$ cat src/rtl/rs485_dir_pkg.sv
package rs485_dir_pkg;
    localparam int CFG_W      = 12;
    localparam int EN_BIT     = 0;
    localparam int ROUTE_BIT  = 1;
    localparam int POL_BIT    = 2;
    localparam int DLY_LSB    = 8;
    localparam int DLY_W      = 4;
    localparam int FRAC_W     = 8;
    localparam int OVS_LOG2   = 4;

    typedef enum logic [1:0] {
        DIR_IDLE = 2'd0,
        DIR_SEND = 2'd1,
        DIR_HOLD = 2'd2
    } dir_state_e;

    typedef struct packed {
        logic             auto_on;
        logic             invert;
        logic [DLY_W-1:0] delay;
    } dir_cfg_t;
endpackage

$ cat src/rtl/rs485_cfg_decode.sv
module rs485_cfg_decode
    import rs485_dir_pkg::*;
#(
    parameter int DIV_W  = 16,
    localparam int QUOT_W = DIV_W - FRAC_W
) (
    input  logic [CFG_W-1:0]  cfg_word_i,
    input  logic [DIV_W-1:0]  div_word_i,
    output dir_cfg_t          cfg_o,
    output logic [QUOT_W-1:0] quot_o
);
    logic [QUOT_W-1:0] raw_quot;
    logic              unused_bits;

    assign raw_quot = div_word_i[DIV_W-1:FRAC_W];
    assign unused_bits = ^{div_word_i[FRAC_W-1:0], cfg_word_i[DLY_LSB-1:POL_BIT+1]};

    always_comb begin
        cfg_o.auto_on = cfg_word_i[EN_BIT] & cfg_word_i[ROUTE_BIT];
        cfg_o.invert  = cfg_word_i[POL_BIT];
        cfg_o.delay   = cfg_word_i[DLY_LSB +: DLY_W];
        quot_o        = (raw_quot == '0) ? QUOT_W'(1) : raw_quot;
    end
endmodule

$ cat src/rtl/rs485_bit_timer.sv
module rs485_bit_timer
    import rs485_dir_pkg::*;
#(
    parameter int QUOT_W = 8,
    localparam int CNT_W = QUOT_W + OVS_LOG2
) (
    input  logic              clk_i,
    input  logic              rst_ni,
    input  logic              run_i,
    input  logic [QUOT_W-1:0] quot_i,
    output logic              tick_o
);
    typedef struct packed {
        logic [CNT_W-1:0] cnt;
    } tmr_t;

    tmr_t             tmr_d, tmr_q;
    logic [CNT_W-1:0] last;

    assign last   = {quot_i, {OVS_LOG2{1'b0}}} - CNT_W'(1);
    assign tick_o = run_i && (tmr_q.cnt == last);

    always_comb begin
        tmr_d = tmr_q;
        if (!run_i || tick_o) begin
            tmr_d.cnt = '0;
        end else begin
            tmr_d.cnt = tmr_q.cnt + CNT_W'(1);
        end
    end

    always_ff @(posedge clk_i or negedge rst_ni) begin
        if (!rst_ni) begin
            tmr_q <= '0;
        end else begin
            tmr_q <= tmr_d;
        end
    end
endmodule

$ cat src/rtl/rs485_dir_fsm.sv
module rs485_dir_fsm
    import rs485_dir_pkg::*;
(
    input  logic             clk_i,
    input  logic             rst_ni,
    input  logic             auto_i,
    input  logic             busy_i,
    input  logic             tick_i,
    input  logic [DLY_W-1:0] delay_i,
    output logic             run_o,
    output logic             active_o
);
    typedef struct packed {
        dir_state_e       state;
        logic [DLY_W-1:0] bits;
    } fsm_t;

    fsm_t           fsm_d, fsm_q;
    logic [DLY_W:0] bits_next;

    assign bits_next = {1'b0, fsm_q.bits} + (DLY_W+1)'(1);

    always_comb begin
        fsm_d = fsm_q;
        unique case (fsm_q.state)
            DIR_IDLE: begin
                if (busy_i) fsm_d.state = DIR_SEND;
            end
            DIR_SEND: begin
                fsm_d.bits = '0;
                if (!busy_i) begin
                    fsm_d.state = (delay_i == '0) ? DIR_IDLE : DIR_HOLD;
                end
            end
            DIR_HOLD: begin
                if (busy_i) begin
                    fsm_d.state = DIR_SEND;
                    fsm_d.bits  = '0;
                end else if (delay_i == '0) begin
                    fsm_d.state = DIR_IDLE;
                end else if (tick_i) begin
                    if (bits_next >= {1'b0, delay_i}) begin
                        fsm_d.state = DIR_IDLE;
                        fsm_d.bits  = '0;
                    end else begin
                        fsm_d.bits = bits_next[DLY_W-1:0];
                    end
                end
            end
            default: fsm_d.state = DIR_IDLE;
        endcase
        if (!auto_i) begin
            fsm_d.state = DIR_IDLE;
            fsm_d.bits  = '0;
        end
    end

    assign run_o    = (fsm_q.state == DIR_HOLD) && !busy_i;
    assign active_o = busy_i || (fsm_q.state != DIR_IDLE);

    always_ff @(posedge clk_i or negedge rst_ni) begin
        if (!rst_ni) begin
            fsm_q <= '{state: DIR_IDLE, bits: '0};
        end else begin
            fsm_q <= fsm_d;
        end
    end
endmodule

$ cat src/rtl/rs485_dir_ctrl.sv
module rs485_dir_ctrl
    import rs485_dir_pkg::*;
#(
    parameter int DIV_W = 16
) (
    input  logic             clk_i,
    input  logic             rst_ni,
    input  logic [CFG_W-1:0] cfg_word_i,
    input  logic [DIV_W-1:0] div_word_i,
    input  logic             tx_busy_i,
    input  logic             sw_rts_i,
    output logic             dir_o
);
    localparam int QUOT_W = DIV_W - FRAC_W;

    dir_cfg_t          cfg;
    logic [QUOT_W-1:0] quot;
    logic              run;
    logic              tick;
    logic              active;

    rs485_cfg_decode #(.DIV_W(DIV_W)) u_decode (
        .cfg_word_i (cfg_word_i),
        .div_word_i (div_word_i),
        .cfg_o      (cfg),
        .quot_o     (quot)
    );

    rs485_bit_timer #(.QUOT_W(QUOT_W)) u_timer (
        .clk_i  (clk_i),
        .rst_ni (rst_ni),
        .run_i  (run),
        .quot_i (quot),
        .tick_o (tick)
    );

    rs485_dir_fsm u_fsm (
        .clk_i    (clk_i),
        .rst_ni   (rst_ni),
        .auto_i   (cfg.auto_on),
        .busy_i   (tx_busy_i),
        .tick_i   (tick),
        .delay_i  (cfg.delay),
        .run_o    (run),
        .active_o (active)
    );

    assign dir_o = cfg.auto_on ? (active ^ cfg.invert) : sw_rts_i;
endmodule

$ cat config.mk
export PLATFORM = sky130hd
export DESIGN_NAME = rs485_dir_ctrl
export DESIGN_NICKNAME = d
export VERILOG_FILES = /design/src/rtl/rs485_dir_pkg.sv /design/src/rtl/rs485_cfg_decode.sv /design/src/rtl/rs485_bit_timer.sv /design/src/rtl/rs485_dir_fsm.sv /design/src/rtl/rs485_dir_ctrl.sv
export SDC_FILE = /design/constraint.sdc
export NUM_CORES = 1
export LEC_CHECK = 0
export ABC_AREA = 1
export ABC_CLOCK_PERIOD_IN_PS = 2800
export BUFFER_PORTS_ARGS = -buffer_cell sky130_fd_sc_hd__buf_2
export CAP_MARGIN = 20
export CORE_MARGIN = 2
export CORE_UTILIZATION = 37
export DETAILED_ROUTE_END_ITERATION = 16
export REMOVE_ABC_BUFFERS = 1
export SLEW_MARGIN = 20
export SYNTH_ARGS = -nofsm -noshare
export SYNTH_HDL_FRONTEND = slang
export SYNTH_HIERARCHICAL = 1
export SYNTH_SLANG_ARGS = --single-unit
$ cat constraint.sdc
create_clock -name clk_i -period 2.8 [get_ports clk_i]
set_clock_uncertainty 0.15 [all_clocks]
set_input_delay 0.56 -clock clk_i [delete_from_list [all_inputs] [get_ports clk_i]]
set_output_delay 0.56 -clock clk_i [all_outputs]
set_load 0.05 [all_outputs]
Word level (Yosys, flattened, before mapping):

Cells that the tools add are included.

* $add $sub $neg: 3
* bitwise operators: 2
* shift operators: 0
* muxes and demuxes: 15
* divide/modulo/power cells: 0
* order comparisons: 1
* reductions and logical operators: 12
* $mul: 0
* eq/ne operators: 10

Operator list (count)
* $mux W6: 3
* $add A12 B1 Y12 const B: 1
* $eq A12 B12 Y1: 1
* $mux W12: 1
* $sub A12 B1 Y12 const B: 1
* $mux W2: 5
* $ne A5 B5 Y1 const B: 2
* $ne A3 B3 Y1 const B: 3
* $logic_not A8 Y1: 1
* $mux W4: 2
* $mux W8: 1
* $ne A4 B4 Y1 const B: 2
* $pmux W4 S2: 1
* $pmux W2 S3: 1
* $add A4 B1 Y5 const B: 1
* $ge A5 B4 Y1: 1
* $logic_not A4 Y1: 1
* $reduce_and A4 Y1: 1
* $reduce_and A3 Y1: 1
* $eq A2 B1 Y1 const B: 1
* $eq A2 B2 Y1 const B: 1
* $logic_and A1 B1 Y1: 2
* $logic_not A1 Y1: 2
* $logic_not A2 Y1: 1
* other kinds (5): 6

* memories: 0
* ROM bits: 0
* flip-flop bits (word level): 18
* word-level logic and storage cells: 46
* bits in latches: 0
* output and inout port bits: 1
* input port bits: 32
* memory bits (writable): 0

Logic depth before layout (Yosys ltp):

* word-level depth: 10
* gate-level depth with buffers: 22
* gate-level depth less buffers: 22

Cells and area by module:

Netlist, hierarchy kept.

By module, submodules not included
* rs485_bit_timer: seq. area each 300.3 um^2, area each 920.9 um^2, times used 1, cells each 133
* rs485_dir_fsm: seq. area each 150.1 um^2, area each 500.5 um^2, times used 1, cells each 73
* rs485_cfg_decode: seq. area each 0.0 um^2, area each 102.6 um^2, times used 1, cells each 22
* rs485_dir_ctrl: seq. area each 0.0 um^2, area each 31.3 um^2, times used 1, cells each 8

Worst setup path after synthesis:

Ideal clock, no wire load.

* path kind: input -> register
* start: in div_word_i[13]
* end: reg u_fsm/fsm_q[0] in the netlist's numbering
* cell stages on the path: 20
* data required time: 2.571 ns
* setup time: 0.079 ns
* arrival time: 2.357 ns
* path buffers: 0
* path slack: 0.214 ns
* cell sequence: nor2_1 nand2_1 o21ai_1 inv_2 ha_1 nand2_1 inv_1 nor2_1 nand3_1 nor2_1 nand2_1 nor2_2 nand2_2 nor2_1 nor2_1 nand2_1 nand2_1 nor2_4 nand3_1 mux2i_1

* cells in the longest elaborated chain, start to end: 7

Ends and longest elaborated chain
* start: declaration: line rs485_dir_ctrl.sv:9 `input logic [DIV_W-1:0] div_word_i,`
* $logic_not A8 Y1: line rs485_cfg_decode.sv:22 `quot_o = (raw_quot == '0) ? QUOT_W'(1) : raw_quot;`
* $mux W8: line rs485_cfg_decode.sv:22
* net quot[0]: line rs485_dir_ctrl.sv:17 `logic [QUOT_W-1:0] quot;`
* $sub A12 B1 Y12: line rs485_bit_timer.sv:20 `assign last = {quot_i, {OVS_LOG2{1'b0}}} - CNT_W'(1);`
* $eq A12 B12 Y1: line rs485_bit_timer.sv:21 `assign tick_o = run_i && (tmr_q.cnt == last);`
* $logic_and A1 B1 Y1: line rs485_bit_timer.sv:21
* net tick: line rs485_dir_ctrl.sv:19 `logic tick;`
* $ne A4 B4 Y1 (no source line)
* $reduce_and A3 Y1 (no source line)
* end signal: assignment: line rs485_dir_fsm.sv:63 `fsm_q <= '{state: DIR_IDLE, bits: '0};`
* end signal: assignment: line rs485_dir_fsm.sv:65 `fsm_q <= fsm_d;`
* end: declaration: line rs485_dir_fsm.sv:18 `fsm_t fsm_d, fsm_q;`

The timed path passes the listed nets, and every way through them passes these cells.
A chain may end at the register's enable or synchronous reset.

Worst setup path in the final report:

* start: in div_word_i[14]
* end: reg u_fsm/fsm_q[0] in the netlist's numbering

The elaborated chain is that of the path after synthesis.

==> flow_summary.yaml <==
outcome:
  status: "finished clean"
place:
  pre_cts_slack_ps: -149.8
  port_buffers: 19
  place.gp.congestion: 0.7962
  post-dp-hpwl_um: 2193
clocking:
  clk_path_buf_depth: 2
  cts-buffers-inserted: 3
  clock-sinks: 18
  cts_hold_buf: 0
  htree_levels: 1
  cts_tree: "yes"
  cts_root_buffer: "clkbuf_8"
  clk_pin_slew_ps: 70
  clock_latency_ps: 250
worst_setup_path:
  worst-path-buf-inv: 3
  crit_path_top_delay_cell: "ha_4"
  startpoint_type: "input port"
  cp_max_fo: 6
  cp_cell_sequence: "buf_2, nor2_1, nand2_1, o21ai_2, inv_2, ha_4, nand2_1, inv_1, nor2_1, nand3_1, nor2_1, nand2_1, nor2_2, nand2_2, nor2_2, nor2_1, nand2_1, nand2_2, nor2_4, nand3_2, mux2i_1"
  worstPathRequired_ps: 2820
  worstSetupPathType: "in -> reg"
  endpoint_kind: "flop"
  cpPeakStageDelay_ps: 240
  cp_top_family: "simple AND/OR/NAND/NOR gates"
  cp_data_arrival_time_ps: 2580
floorplan:
  io_pins: 33
  rows: 23
  initial_core_util_pct: 38.60
  die_h_um: 68.84
  die_x_um: 68.84
  core_mm2: 0.004029
  design.die.area_mm2: 0.004738
pwr:
  p_per_area_mw_per_mm2: 317.6
  max-vdd-ir-drop_mv: 0.1653
  power_leakage_nw: 0.9303
logic_synthesis:
  synth_ff_type: "dfrtp_1"
  synth-xor-area-share_pct: 7.884
  syn_area_mm2: 0.001555
  synth_top_family_by_area: "simple AND/OR/NAND/NOR gates"
  syn_avg_cell_area_um2: 6.590
  synth-compound-area-share_pct: 3.459
  synth_edf_count: 0
  yosysWarningCount: 6
  synthAdderAreaFrac_pct: 5.632
  ys_ff_latch: 18
  async_flop_share_pct: 100.0
  synthSimpleGateAreaFrac_pct: 38.46
  netlist_instances: 236
  ys_types: 28
  yosys-mux-area-fraction_pct: 0.6436
  yosysSeqAreaShare_pct: 28.96
worst_hold_path:
  min_path_type: "in -> async"
sta:
  tightest_slew_ps: 392.0
  slew_headroom_pct: 73.86
  timing.final.ws_setup_ps: 235.0
  finalHoldViolations: 0
  clock.fmax_mhz: 389.9
  hold_ws_ps: 75.60
  final.min_clock_period_ps: 2565
  slew_violations: 0
  fin_crit_sh_pct: 91.61
  setup_viol: 0
layout:
  fin_nets: 299
  antennaDiodeCount: 0
  most-common-layout-cells: "59 x nand2_1, 37 x inv_1, 20 x nand3_1, 20 x nor2_1, 19 x buf_2"
  area_delta_synth_final_pct: 17.06
  final_common_cell: "nand2_1"
  layout-drive-gt1-share_pct: 25.87
job:
  cap_violations: 0
routing:
  routedWlPerCell_um: 8.880
  wirelength_um: 2744
  drtIter0Drc: 65
  vias: 1375
  drtPass1Iterations: 4
  via_per_inst: 4.450
  drc_errors: 0
  ant_nets: 0
grt:
  first_global_vias: 1135
  grt_first_pass_wirelength_um: 4574
  grt_max_degree: 19
  grt_overflow_total: 0
  antenna_found_initial: 0
  grtUsageTotal_pct: 12.63
==> worst paths after layout <==
kind	from	to	slack (ps)	depth (start not counted)
worst max-delay path	div_word_i[14]	u_fsm/fsm_q[0]$_DFFE_PN0P_	240	21
worst min register to register	u_timer/tmr_q[0]$_DFF_PN0_	u_timer/tmr_q[0]$_DFF_PN0_	300	1
max in group asynchronous	rst_ni	u_fsm/fsm_q[4]$_DFFE_PN0P_	2140	1
worst min-delay path	rst_ni	u_timer/tmr_q[6]$_DFF_PN0_	80	1
min in group clk_i	u_timer/tmr_q[0]$_DFF_PN0_	u_timer/tmr_q[0]$_DFF_PN0_	300	1
worst max register to register	u_timer/tmr_q[0]$_DFF_PN0_	u_fsm/fsm_q[0]$_DFFE_PN0P_	690	15
==> stage by stage <==
step / total power (W) / utilization (%) / TNS [ps] / area (um^2) / std cells
6_report: 0.0005782 / 45.19 / 0 / 1821 / 309
3_3_place_gp: 0.0003691 / 42.80 / -474.0 / 1724 / 303
5_1_grt: 0.0006146 / 45.19 / -28.48 / 1821 / 309
4_1_cts: 0.0005779 / 44.16 / 0 / 1779 / 307
3_5_place_dp: 0.0003694 / 42.80 / -397.0 / 1724 / 303
2_1_floorplan: 0.0003254 / - / 0 / 1476 / 222
==> routing by layer <==
layer	vias up	GRT usage [%]	wire length, um
li1	756	-	-
met1	595	17.52	1409
met2	22	19.95	1233
met3	2	1.948	81
met4	0	4.412	21
met5	-	0	0
==> cell families (layout without fill, tap and decap cells) <==
kind of cell             Yosys count  count (layout)
AO/OA/AOI/OAI                     10              10
XOR/XNOR                          14              14
multiplexers                       1               1
flip-flops                        18              18
adder cells (fa/ha/maj)            7               7
buffers and inverters             55              78
AND/OR/NAND/NOR                  131             131
==> layout make-up <==
| cell class | count | area [um^2] |
|---|---|---|
| clock buffers | 4 | 55.05 |
| fillers | 444 | 2208 |
| inverters | 41 | 153.9 |
| multi-input cells | 163 | 898.4 |
| flip-flops and latches | 18 | 450.4 |
| well taps | 50 | 62.56 |
| repair buffers | 33 | 200.2 |
==> cells in the mapped netlist (2+ instances only) <==
cell type	number	area, um^2
nor2_2	16	100.1
inv_2	3	11.26
inv_1	37	138.9
nor3_1	2	10.01
nand3_1	21	105.1
xor2_1	11	96.34
nand2_2	3	18.77
xnor2_1	3	26.28
o21ai_1	2	10.01
nand2_1	60	225.2
dfrtp_1	18	450.4
clkbuf_1	8	30.03
nor2_1	21	78.83
nand4_1	3	18.77
buf_4	5	37.54
o21ai_0	5	25.02
ha_1	7	87.58
==> registers in the layout (all words and copies together), names as in the netlist <==
register	cells
u_fsm/fsm_q	6
u_timer/tmr_q	12
==> where the power goes <==
| group | internal (W) | total (W) | switching (W) |
|---|---|---|---|
| registers | 0.000262 | 0.000264 | 0.00000186 |
| clock network | 0.000125 | 0.000207 | 0.0000827 |
| logic | 0.0000446 | 0.000107 | 0.0000622 |
==> what timing repair did <==
item | CTS | global route
gates resized for setup | 0 | 5
endpoints found under the setup margin | 0 | 6
setup buffers | 0 | 2
==> worst register-to-register path, cell delays in order (launching register included) <==
cell,delay (ps)
dfrtp_1,360
ha_1,190
nand2_1,80
nor2_2,130
nand3_1,90
nor2_1,100
nand2_1,70
nor2_2,90
nand2_2,80
nor2_2,80
nor2_1,50
nand2_1,80
nand2_2,70
nor2_4,170
nand3_2,90
mux2i_1,150
No activity file was read; power rests on OpenSTA's default activity.
